### config.mk
export PLATFORM = sky130hd
export DESIGN_NAME = tmr_pipe_chain
export DESIGN_NICKNAME = d
export VERILOG_FILES = /design/src/rtl/tmr_pipe_pkg.sv /design/src/rtl/tmr_vote3.sv /design/src/rtl/tmr_stage_raw.sv /design/src/rtl/tmr_stage_voted.sv /design/src/rtl/tmr_pipe_chain.sv
export SDC_FILE = /design/constraint.sdc
export NUM_CORES = 1
export LEC_CHECK = 0
export CAP_MARGIN = 25
export CORE_MARGIN = 2
export CORE_UTILIZATION = 45
export DETAILED_ROUTE_END_ITERATION = 6
export DONT_BUFFER_PORTS = 1
export PLACE_DENSITY = 0.67
export SKIP_CTS_REPAIR_TIMING = 1
export SYNTH_ARGS = -nofsm -noshare
export SYNTH_HDL_FRONTEND = slang
export SYNTH_HIERARCHICAL = 1
export SYNTH_SLANG_ARGS = --single-unit
### constraint.sdc
create_clock -name clk -period 2.2 [get_ports clk]
set_clock_uncertainty 0.1 [all_clocks]
set_input_delay 0 -clock clk [delete_from_list [all_inputs] [get_ports clk]]
set_output_delay 0 -clock clk [all_outputs]
set_load 0.02 [all_outputs]
### src/rtl/tmr_pipe_pkg.sv
// Package: shared stage variants for the triple-redundant pipeline.
// Assumes nothing beyond being compiled before the modules that import it.
package tmr_pipe_pkg;

    // Kind of a voted stage: plain enabled register or feedback accumulator.
    typedef enum logic [1:0] {
        STG_HOLD  = 2'd1,
        STG_ACCUM = 2'd2
    } stage_kind_e;

endpackage

### src/rtl/tmr_vote3.sv
// Module: three-input bitwise majority voter.
// Each output bit is 1 when two or more of the matching input bits are 1.
// Assumes the three inputs are copies of the same word.
module tmr_vote3 #(
    parameter int W = 8
) (
    input  logic [W-1:0] a,
    input  logic [W-1:0] b,
    input  logic [W-1:0] c,
    output logic [W-1:0] y
);

    // Majority of three per bit.
    always_comb begin
        y = (a & b) | (a & c) | (b & c);
    end

endmodule

### src/rtl/tmr_stage_raw.sv
// Module: always-enabled triplicated register stage without voters.
// Each copy loads its own input copy on every edge; outputs are the raw
// register copies. Assumes the stage is not part of any feedback loop.
module tmr_stage_raw #(
    parameter int W = 8
) (
    input  logic                clk,
    input  logic                rst_n,
    input  logic [2:0]          flip,
    input  logic [2:0][W-1:0]   d,
    output logic [2:0][W-1:0]   q,
    output logic                disagree
);

    logic [2:0][W-1:0] cur;

    for (genvar c = 0; c < 3; c++) begin : g_copy
        logic [W-1:0] r_q;

        // Capture this copy's input, optionally inverted by fault injection.
        always_ff @(posedge clk) begin
            if (!rst_n) begin
                r_q <= '0;
            end else begin
                r_q <= d[c] ^ {W{flip[c]}};
            end
        end

        assign cur[c] = r_q;
    end

    assign q = cur;

    // Flag any difference between the three stored copies.
    always_comb begin
        disagree = (cur[0] != cur[1]) || (cur[1] != cur[2]);
    end

endmodule

### src/rtl/tmr_stage_voted.sv
// Module: triplicated register stage with one majority voter per copy.
// The voted value of each copy is both the stage output and the source of
// that copy's hold or accumulate path, so an upset copy is rewritten from
// the majority on the next edge. Assumes at most one copy is wrong at a time.
module tmr_stage_voted
    import tmr_pipe_pkg::*;
#(
    parameter int          W    = 8,
    parameter stage_kind_e KIND = STG_HOLD
) (
    input  logic                clk,
    input  logic                rst_n,
    input  logic                en,
    input  logic [2:0]          flip,
    input  logic [2:0][W-1:0]   d,
    output logic [2:0][W-1:0]   q,
    output logic                disagree
);

    logic [2:0][W-1:0] cur;
    logic [2:0][W-1:0] voted;

    for (genvar c = 0; c < 3; c++) begin : g_copy
        logic [W-1:0] r_q;
        logic [W-1:0] nxt;

        // Per-copy voter placed directly after the registers.
        tmr_vote3 #(.W(W)) u_vote (
            .a (cur[0]),
            .b (cur[1]),
            .c (cur[2]),
            .y (voted[c])
        );

        if (KIND == STG_ACCUM) begin : g_acc
            // Accumulate into the voted copy when enabled, else keep it.
            always_comb begin
                nxt = en ? (voted[c] + d[c]) : voted[c];
            end
        end else begin : g_hold
            // Load the new input when enabled, else refresh from the vote.
            always_comb begin
                nxt = en ? d[c] : voted[c];
            end
        end

        // Store the next state of this copy, inverted on fault injection.
        always_ff @(posedge clk) begin
            if (!rst_n) begin
                r_q <= '0;
            end else begin
                r_q <= nxt ^ {W{flip[c]}};
            end
        end

        assign cur[c] = r_q;
    end

    assign q = voted;

    // Flag any difference between the three stored copies.
    always_comb begin
        disagree = (cur[0] != cur[1]) || (cur[1] != cur[2]);
    end

endmodule

### src/rtl/tmr_pipe_chain.sv
// Module: top of the triple-redundant register pipeline.
// The single input word is fanned out to three copies. Stage 0 is an
// unvoted always-enabled register, middle stages are voted enabled
// registers, and the last stage is a voted accumulator. A merging voter
// produces the single output. Assumes one shared clock and the single-upset
// fault model (one flip bit at a time, spaced by three clear edges).
module tmr_pipe_chain
    import tmr_pipe_pkg::*;
#(
    parameter int W      = 8,
    parameter int STAGES = 4
) (
    input  logic                  clk,
    input  logic                  rst_n,
    input  logic [W-1:0]          din,
    input  logic                  adv,
    input  logic [3*STAGES-1:0]   flip,
    output logic [W-1:0]          dout,
    output logic                  mismatch
);

    localparam int NFLIP = 3 * STAGES;

    logic [STAGES:0][2:0][W-1:0] link;
    logic [STAGES-1:0]           stage_dis;

    // Fan the single input word out to all three copies.
    assign link[0] = {3{din}};

    for (genvar s = 0; s < STAGES; s++) begin : g_stage
        logic [2:0][W-1:0] q_s;
        logic              dis_s;

        if (s == 0 && STAGES > 1) begin : g_raw
            tmr_stage_raw #(.W(W)) u_stage (
                .clk      (clk),
                .rst_n    (rst_n),
                .flip     (flip[s*3 +: 3]),
                .d        (link[s]),
                .q        (q_s),
                .disagree (dis_s)
            );
        end else if (s == STAGES - 1) begin : g_acc
            tmr_stage_voted #(.W(W), .KIND(STG_ACCUM)) u_stage (
                .clk      (clk),
                .rst_n    (rst_n),
                .en       (adv),
                .flip     (flip[s*3 +: 3]),
                .d        (link[s]),
                .q        (q_s),
                .disagree (dis_s)
            );
        end else begin : g_hold
            tmr_stage_voted #(.W(W), .KIND(STG_HOLD)) u_stage (
                .clk      (clk),
                .rst_n    (rst_n),
                .en       (adv),
                .flip     (flip[s*3 +: 3]),
                .d        (link[s]),
                .q        (q_s),
                .disagree (dis_s)
            );
        end

        assign link[s+1]    = q_s;
        assign stage_dis[s] = dis_s;
    end

    // Merge the three accumulator copies into the single-copy output.
    tmr_vote3 #(.W(W)) u_merge (
        .a (link[STAGES][0]),
        .b (link[STAGES][1]),
        .c (link[STAGES][2]),
        .y (dout)
    );

    // Raise the disagreement flag when any stage has differing copies.
    always_comb begin
        mismatch = |stage_dis;
    end

    if (NFLIP < 3) begin : g_bad_param
        initial $error("STAGES must be at least 1");
    end

endmodule

==> impl_summary.log, run 1 <==
INFO  metric std_cell_rows = 45
INFO  metric power_frac_comb = 45.3%
INFO  metric power.share.clock = 22.7%
INFO  metric max_freq = about 440 MHz
INFO  metric global_route.usage.total = around a fifth
INFO  metric setup.worst_path.class = flop to output port
INFO  metric critical-path-top-delay-family = simple AND/OR/NAND/NOR gates
INFO  metric drc = 0
INFO  metric synthesis.area_per_instance = 9.49 um^2
INFO  metric postSynthRegisterBits = 96
INFO  metric area_of_the_mapped_netlist = approximately 7000 um^2
INFO  metric grt_setup_unrepaired = yes
INFO  metric max-cap-violations = 0
INFO  metric asyncSetResetFlopFracSynth = 0%
INFO  metric first_global_vias = 5386
INFO  metric synth-seq-area-share = between 20 and 30%
INFO  metric number_of_nets_in_the_synthesized_netlist = around 780
INFO  metric detailed_place.area = about 7600 um^2
INFO  metric p_total = about 7.4 mW
INFO  metric hold_slack = -0.0218 ns
INFO  metric final.fill_count = about 1.3k
INFO  metric post-dp-hpwl = 11.8 mm
INFO  metric worstPathRequired = 2.10 ns
INFO  metric ys_top_cells_by_area = sky130_fd_sc_hd__dfxtp_1, sky130_fd_sc_hd__maj3_2, sky130_fd_sc_hd__mux2i_1
INFO  metric clk_pin_slew_worst_paths = about 0.08 ns
INFO  metric clock_tree.htree_level_count = 3
INFO  metric via_count = roughly 5.8k
INFO  metric setup_tns = -0.278 ns
INFO  metric antenna_cells = 0
INFO  metric placement.io_buffers = 0
INFO  metric ys_types = between 50 and 60
INFO  metric worst-endpoint-arrival = between 2 and 2.5 ns
INFO  metric synthMostInstantiatedCell = sky130_fd_sc_hd__dfxtp_1
INFO  metric slew-limit-headroom = between 60% and 70%
INFO  metric worst_setup_path_end_kind = output port
INFO  metric post-route-min-period = 2.28 ns
INFO  metric share_seq_of_total_power = between 30% and 40%
INFO  metric dpl.cell_count = approximately 960
INFO  metric area_growth = 28.3%
INFO  metric leakagePower = about 3.7 nW
INFO  metric io_pins = 32
INFO  metric post_drt_via_cell_ratio = about 5.5
INFO  metric initial_core_util = a little under half
INFO  metric worstPathBufferInverterCount = 0
INFO  metric root_buffer = sky130_fd_sc_hd__clkbuf_16
INFO  metric switching_power = between 2 and 3 mW
INFO  metric register_area = between 1500 and 2000 um^2
INFO  metric clock-sinks = 96
INFO  metric cpMaxStageDelayCell = sky130_fd_sc_hd__or4_4
INFO  metric post_synth_inst_count = ~740
INFO  metric postLayoutCoreUtil = approximately three fifths
INFO  metric floorplan.core_area = around 15000 um^2
INFO  metric max_slew.worst_pin.slew = a little under 0.6 ns
INFO  metric cells_along_the_critical_path = nor3_1 > o22ai_1 > or4_4 > or4_4
INFO  metric path_common_cell = sky130_fd_sc_hd__or4_4
INFO  metric die-height = 129 um
INFO  metric critical_path_peak_fanout = 5
INFO  metric clkLatencyLatePin = around 0.35 ns
INFO  metric tritoncts = done
INFO  metric intPower = 4.73 mW
INFO  metric area_occupied_by_multi_input_gates = roughly 5200 um^2
INFO  metric chipWidth = about 130 um
INFO  metric wl_per_cell = approximately 18 um
INFO  metric yosys_most_used_dff = sky130_fd_sc_hd__dfxtp_1
INFO  metric timing.final.max_slew_violations = 0
INFO  metric timing.critical_path.slowest_cell_delay = roughly 0.52 ns
INFO  metric floorplan.die_area = between 15000 and 20000 um^2
INFO  metric drt_iter0_drc = ~320
INFO  metric antenna_found_initial = 1
INFO  metric drtPass1Iterations = 4
INFO  metric failed_checks = hold timing, setup timing
INFO  metric final.period_utilization = 104%
INFO  metric final_cells = a little over 1k
INFO  metric antenna_left = 0
INFO  metric worstHoldPathType = input port to flop
INFO  metric synth_top_area_share = around 27%
INFO  metric setup_viol = 7
INFO  metric power.density = roughly 820 nW/um^2
INFO  metric finalHoldViolCount = 3
INFO  metric grt-ovfl-total = 0
INFO  metric synthTopCellsByCount = sky130_fd_sc_hd__dfxtp_1, sky130_fd_sc_hd__and2_1, sky130_fd_sc_hd__maj3_2
INFO  metric grt_start_max_net_pins = roughly 110
INFO  metric timing.critical_path.from_type = flop
INFO  metric power_switching_share = ~36%
INFO  metric detail_route.wirelength = 18.4 mm
INFO  metric gp_congestion = a little under 0.9
INFO  metric synth_area_leader_cell = sky130_fd_sc_hd__dfxtp_1
INFO  metric numCtsBuffers = 9
INFO  metric dp_worst_slack = -0.152 ns
INFO  metric worst_ir_drop_vdd = 612 uV
INFO  metric clk_path_buf_depth = 2
INFO  metric synth-edff-count = 0
INFO  metric fin_nets = around 890
INFO  metric status = finished with violations
INFO  metric final_design_area_no_fill = about 9000 um^2
INFO  metric grt_pass1_wl = between 20 and 30 mm
INFO  metric final_layout_size_suffix_gt1_share = 34.2%
INFO  metric ys.warnings.count = 6
INFO  metric postLayoutSetupSlackWorst = -0.0801 ns
worst register-to-register path, stage by stage, from the launching register on:
cell and delay, ns:
sky130_fd_sc_hd__dfxtp_4 0.36, sky130_fd_sc_hd__maj3_2 0.35, sky130_fd_sc_hd__ha_4 0.18, sky130_fd_sc_hd__inv_2 0.06
sky130_fd_sc_hd__fa_2 0.20, sky130_fd_sc_hd__nand2b_4 0.14, sky130_fd_sc_hd__a21oi_2 0.06, sky130_fd_sc_hd__or4_4 0.48
sky130_fd_sc_hd__nand3_2 0.09, sky130_fd_sc_hd__mux2i_1 0.17
power by group through the flow:
| stage | sequential, mW | clock (mW) | combinational [mW] |
|---|---|---|---|
| global placement | 2.34 | 0 | 2.56 |
| detailed placement | 2.37 | 0 | 2.66 |
| global route | 2.41 | 1.79 | 3.63 |
| floorplan | 2.31 | 0 | 2.02 |
| finish | 2.36 | 1.68 | 3.35 |
| CTS | 2.33 | 1.73 | 2.69 |
area by class of cell:
cell class                      instances  area share, %
Clock buffer                            9           2.51
Clock inverter                          7           1.06
Inverter                               20          0.837
Multi-Input combinational cell        588           58.3
Sequential cell                        96           22.0
Tap cell                              188           2.62
Timing Repair Buffer                  130           12.7
state kept, by name (all words and copies together), names as in the netlist:
register	count
g_stage.g_acc.u_stage/g_copy.r_q	24
g_stage.g_hold.u_stage/g_copy.r_q	48
g_stage.g_raw.u_stage/g_copy.r_q	24
routing by layer:
layer	part of all wire (%)	vias to the layer above	GRT usage [%]
met2	52	107	36.0
met5	0	-	0
met4	1.4	0	4.16
met3	3.6	21	4.78
met1	43	2771	23.6
li1	-	2861	-
layout by cell type (no fill, tap or decap), types with 4 or more instances in the layout:
master	n
sky130_fd_sc_hd__nor3_1	32
sky130_fd_sc_hd__mux2i_1	61
sky130_fd_sc_hd__nand4b_1	5
sky130_fd_sc_hd__dfxtp_2	21
sky130_fd_sc_hd__nand3_2	5
sky130_fd_sc_hd__o22ai_1	21
sky130_fd_sc_hd__and3_2	6
sky130_fd_sc_hd__inv_1	17
sky130_fd_sc_hd__clkbuf_16	9
sky130_fd_sc_hd__and3_1	28
sky130_fd_sc_hd__nor3_2	6
sky130_fd_sc_hd__or4_4	8
sky130_fd_sc_hd__nor2_1	9
sky130_fd_sc_hd__and2_1	89
sky130_fd_sc_hd__dfxtp_1	69
sky130_fd_sc_hd__a21oi_1	6
sky130_fd_sc_hd__dlygate4sd3_1	48
sky130_fd_sc_hd__nor2_2	4
sky130_fd_sc_hd__a211oi_1	4
sky130_fd_sc_hd__buf_4	79
sky130_fd_sc_hd__xnor2_1	61
sky130_fd_sc_hd__nand3b_1	5
sky130_fd_sc_hd__nand2b_1	6
sky130_fd_sc_hd__dfxtp_4	6
sky130_fd_sc_hd__maj3_2	80
sky130_fd_sc_hd__a211oi_2	4
sky130_fd_sc_hd__ha_4	18
sky130_fd_sc_hd__a21o_1	8
sky130_fd_sc_hd__o21ai_1	5
sky130_fd_sc_hd__nand2_1	14
sky130_fd_sc_hd__xor2_1	35
kinds of logic (layout without fill, tap and decap cells):
group | Yosys count | after routing | share of synthesized area [%]
compound gates | 78 | 78 | 7.64
xor+xnor | 96 | 96 | 12.0
fa+ha+maj | 104 | 104 | 17.5
buf+inv | 53 | 166 | 4.60
flops | 96 | 96 | 27.5
mux | 64 | 64 | 9.22
simple gates | 246 | 246 | 21.5
final timing paths:
check	from	to	slack [ns]	cells after the start
setup / recovery	g_stage[3].g_acc.u_stage/g_copy[1].r_q[7]	mismatch	-0.08	4
hold reg to reg	g_stage[0].g_raw.u_stage/g_copy[0].r_q[2]	g_stage[1].g_hold.u_stage/g_copy[0].r_q[2]	0.59	3
hold / removal	rst_n	g_stage[3].g_acc.u_stage/g_copy[1].r_q[7]	-0.02	3
setup reg to reg	g_stage[2].g_hold.u_stage/g_copy[1].r_q[0]	g_stage[3].g_acc.u_stage/g_copy[1].r_q[6]	-0.06	9
Power figures use the tool's default switching activity.
==> run 2, diff against run 1 <==
Settings changed: ABC_AREA from default to 1.
==> run 2 against run 1 <==
Compared with the run above:
- the flow finishes with violations (hold timing)
- combinational power is 16% lower
- clock-buffer cell count unchanged
- cell count grew 77%
- total power decreased by 9.1%
- global-route usage is 0.40 points higher
- via count increased by 56%
- die area up 26%
- non-clock buffer count rose by 36
==> impl_summary.log, run 2 <==
INFO  metric clk_pin_slew_worst_paths = 0.08 ns (about the same)
INFO  metric largest_register = g_stage.g_hold.u_stage/g_copy.r_q
INFO  metric max_freq = 464 MHz (+5.8%)
INFO  metric final_layout_size_suffix_gt1_share = 15.1% (-19 points)
INFO  metric ys_top_cells_by_area = sky130_fd_sc_hd__nand2_1, sky130_fd_sc_hd__dfxtp_1, sky130_fd_sc_hd__nand3_2
INFO  metric synth-edff-count = 0 (unchanged)
INFO  metric reg_top3 = g_stage.g_hold.u_stage/g_copy.r_q x48, g_stage.g_raw.u_stage/g_copy.r_q x24, g_stage.g_acc.u_stage/g_copy.r_q x24
INFO  metric antenna_cells = 0 (unchanged)
INFO  metric dpl.cell_count = 1664 (+73%)
INFO  metric numCtsBuffers = 9 (unchanged)
INFO  metric clock-sinks = 96 (unchanged)
INFO  metric final_cells = 1839 (+77%)
INFO  metric synth-seq-area-share = 21.6% (-5.9 points)
INFO  metric post_drt_via_cell_ratio = 4.89 (-12%)
INFO  metric drc = 0 (unchanged)
INFO  metric layout_common_cells = sky130_fd_sc_hd__nand2_1, sky130_fd_sc_hd__dlygate4sd3_1, sky130_fd_sc_hd__inv_1
INFO  metric failed_checks = hold timing
INFO  metric global_route.usage.total = 20.1% (+0.40 points)
INFO  metric worstPathRequired = 2.38 ns (+0.28 ns)
INFO  metric max-cap-violations = 0 (unchanged)
INFO  metric floorplan.die_area = 20900 um^2 (+26%)
INFO  metric chipWidth = 145 um (+12%)
INFO  metric wl_per_cell = 12.5 um (-29%)
INFO  metric postLayoutCoreUtil = 56.5% (-2.5 points)
INFO  metric floorplan.core_area = 19500 um^2 (+28%)
INFO  metric asyncSetResetFlopFracSynth = 0% (unchanged)
INFO  metric finalHoldViolCount = 3 (unchanged)
INFO  metric dp_worst_slack = -0.0130 ns (+0.139 ns)
INFO  metric critical_path_peak_fanout = 4 (-1)
INFO  metric slew-limit-headroom = 54.3% (-7.0 points)
INFO  metric fin_nets = 1616 (+81%)
INFO  metric gp_congestion = 0.814 (-6.4%)
INFO  metric synthMostInstantiatedCell = sky130_fd_sc_hd__nand2_1
INFO  metric detailed_place.area = 9020 um^2 (+19%)
INFO  metric hold_slack = -0.0498 ns (-0.0280 ns)
INFO  metric p_total = 6.72 mW (-9.1%)
INFO  metric clock_tree.htree_level_count = 3 (unchanged)
INFO  metric critical_path.startpoint = g_stage[0].g_raw.u_stage/g_copy[1].r_q[7]
INFO  metric io_pins = 32 (unchanged)
INFO  metric setup_tns = 0 ns (+0.278 ns)
INFO  metric final_design_area_no_fill = 11000 um^2 (+23%)
INFO  metric synth_top_area_share = 23.5% (-4.0 points)
INFO  metric status = finished with violations
INFO  metric number_of_nets_in_the_synthesized_netlist = 1474 (+88%)
INFO  metric first_global_vias = 6917 (+28%)
INFO  metric post-dp-hpwl = 15.0 mm (+27%)
INFO  metric timing.critical_path.from_type = flop
INFO  metric largest_register_ffs = 48 (unchanged)
INFO  metric clk_path_buf_depth = 2 (unchanged)
INFO  metric synthTopCellsByCount = sky130_fd_sc_hd__nand2_1, sky130_fd_sc_hd__inv_1, sky130_fd_sc_hd__nor2_1
INFO  metric grt_pass1_wl = 33.3 mm (+28%)
INFO  metric clkLatencyLatePin = 0.37 ns (+0.02 ns)
INFO  metric final.period_utilization = 97.9% (-5.7 points)
INFO  metric detail_route.wirelength = 23.0 mm (+25%)
INFO  metric drtPass1Iterations = 5 (+1)
INFO  metric grt_start_max_net_pins = 140 (+31%)
INFO  metric ys_types = 39 (-25%)
INFO  metric leakagePower = 5.62 nW (+50%)
INFO  metric placement.io_buffers = 0 (unchanged)
INFO  metric worst_ir_drop_vdd = 437 uV (-29%)
INFO  metric setup_viol = 0 (-7)
INFO  metric yosys_most_used_dff = sky130_fd_sc_hd__dfxtp_1
INFO  metric postSynthRegisterBits = 96 (unchanged)
INFO  metric antenna_left = 0 (unchanged)
INFO  metric die-height = 145 um (+12%)
INFO  metric area_growth = 23.5%
INFO  metric final.fill_count = 1800 (+43%)
INFO  metric power.density = 611 nW/um^2 (-26%)
INFO  metric worstHoldPathType = input port to flop
INFO  metric area_of_the_mapped_netlist = 8900 um^2 (+27%)
INFO  metric max_slew.worst_pin.slew = 0.683 ns (+0.105 ns)
INFO  metric tritoncts = done
INFO  metric std_cell_rows = 51 (+13%)
INFO  metric initial_core_util = 45.7% (-0.25 points)
INFO  metric drt_iter0_drc = 585 (+84%)
INFO  metric worst_setup_path_end_kind = flop
INFO  metric worst-endpoint-arrival = 2.33 ns (+0.15 ns)
INFO  metric hold_path_startpoint = adv
INFO  metric synth_area_leader_cell = sky130_fd_sc_hd__nand2_1
INFO  metric rr_startpoint = g_stage[0].g_raw.u_stage/g_copy[1].r_q[7]
INFO  metric antenna_found_initial = 0 (-1)
INFO  metric grt-ovfl-total = 0 (unchanged)
INFO  metric root_buffer = sky130_fd_sc_hd__clkbuf_16
INFO  metric post_synth_inst_count = 1427 (+94%)
INFO  metric ys.warnings.count = 6 (unchanged)
INFO  metric post-route-min-period = 2.15 ns (-0.126 ns)
INFO  metric setup.worst_path.class = flop to flop
INFO  metric timing.final.max_slew_violations = 0 (unchanged)
INFO  metric postLayoutSetupSlackWorst = 0.0455 ns (+0.126 ns)
INFO  metric synthesis.area_per_instance = 6.24 um^2 (-34%)
INFO  metric via_count = 8995 (+56%)
INFO  metric final_common_cell = sky130_fd_sc_hd__nand2_1
==> run 2: path summary, 6_finish.rpt <==
path,endpoint,slack [ns],cells past startpoint
setup / recovery,g_stage[1].g_hold.u_stage/g_copy[1].r_q[7],0.05,6
hold / removal,g_stage[2].g_hold.u_stage/g_copy[2].r_q[7],-0.05,3
setup reg to reg,g_stage[1].g_hold.u_stage/g_copy[1].r_q[7],0.05,6
hold reg to reg,g_stage[3].g_acc.u_stage/g_copy[2].r_q[1],0.74,4
==> run 2: critical path, stage by stage (launching register included) <==
cell and delay, ns:
sky130_fd_sc_hd__dfxtp_1 0.35, sky130_fd_sc_hd__inv_1 0.10, sky130_fd_sc_hd__nand2_1 0.06, sky130_fd_sc_hd__dlygate4sd3_1 0.56, sky130_fd_sc_hd__and3_1 0.18, sky130_fd_sc_hd__dlygate4sd3_1 0.55, sky130_fd_sc_hd__nor3_1 0.16
==> run 2: metal layers <==
metal	wire, um	part of all wire (%)	vias to the layer above	track usage [%]
li1	-	-	4778	-
met1	11000	48	4029	27.5
met2	10700	47	157	32.2
met3	849	3.7	31	3.15
met4	447	1.9	0	7.46
met5	0	0	-	0
==> run 2: power breakdown <==
part           internal, mW  total [mW]  switching (mW)  leakage, nW
logic                  1.27        2.82            1.54         4.66
clock network         0.816        1.66           0.841        0.148
registers              1.93        2.25           0.317        0.807
total                  4.02        6.72            2.70         5.62
==> run 2: kinds of logic after synthesis <==
group	synth area share, %
xor+xnor	1.57
mux	0.337
flops	21.6
buf+inv	9.76
fa+ha+maj	3.63
compound gates	6.07
simple gates	57.0
==> run 2: cell type report <==
cell class / instances / area (um^2) / area share [%]
clock buffers: 9 / 225 / 2.05
clock inverters: 7 / 82.6 / 0.751
inverters: 162 / 608 / 5.53
multi-input cells: 1134 / 6120 / 55.7
flip-flops and latches: 96 / 1950 / 17.7
well taps: 265 / 332 / 3.02
repair buffers: 166 / 1670 / 15.2
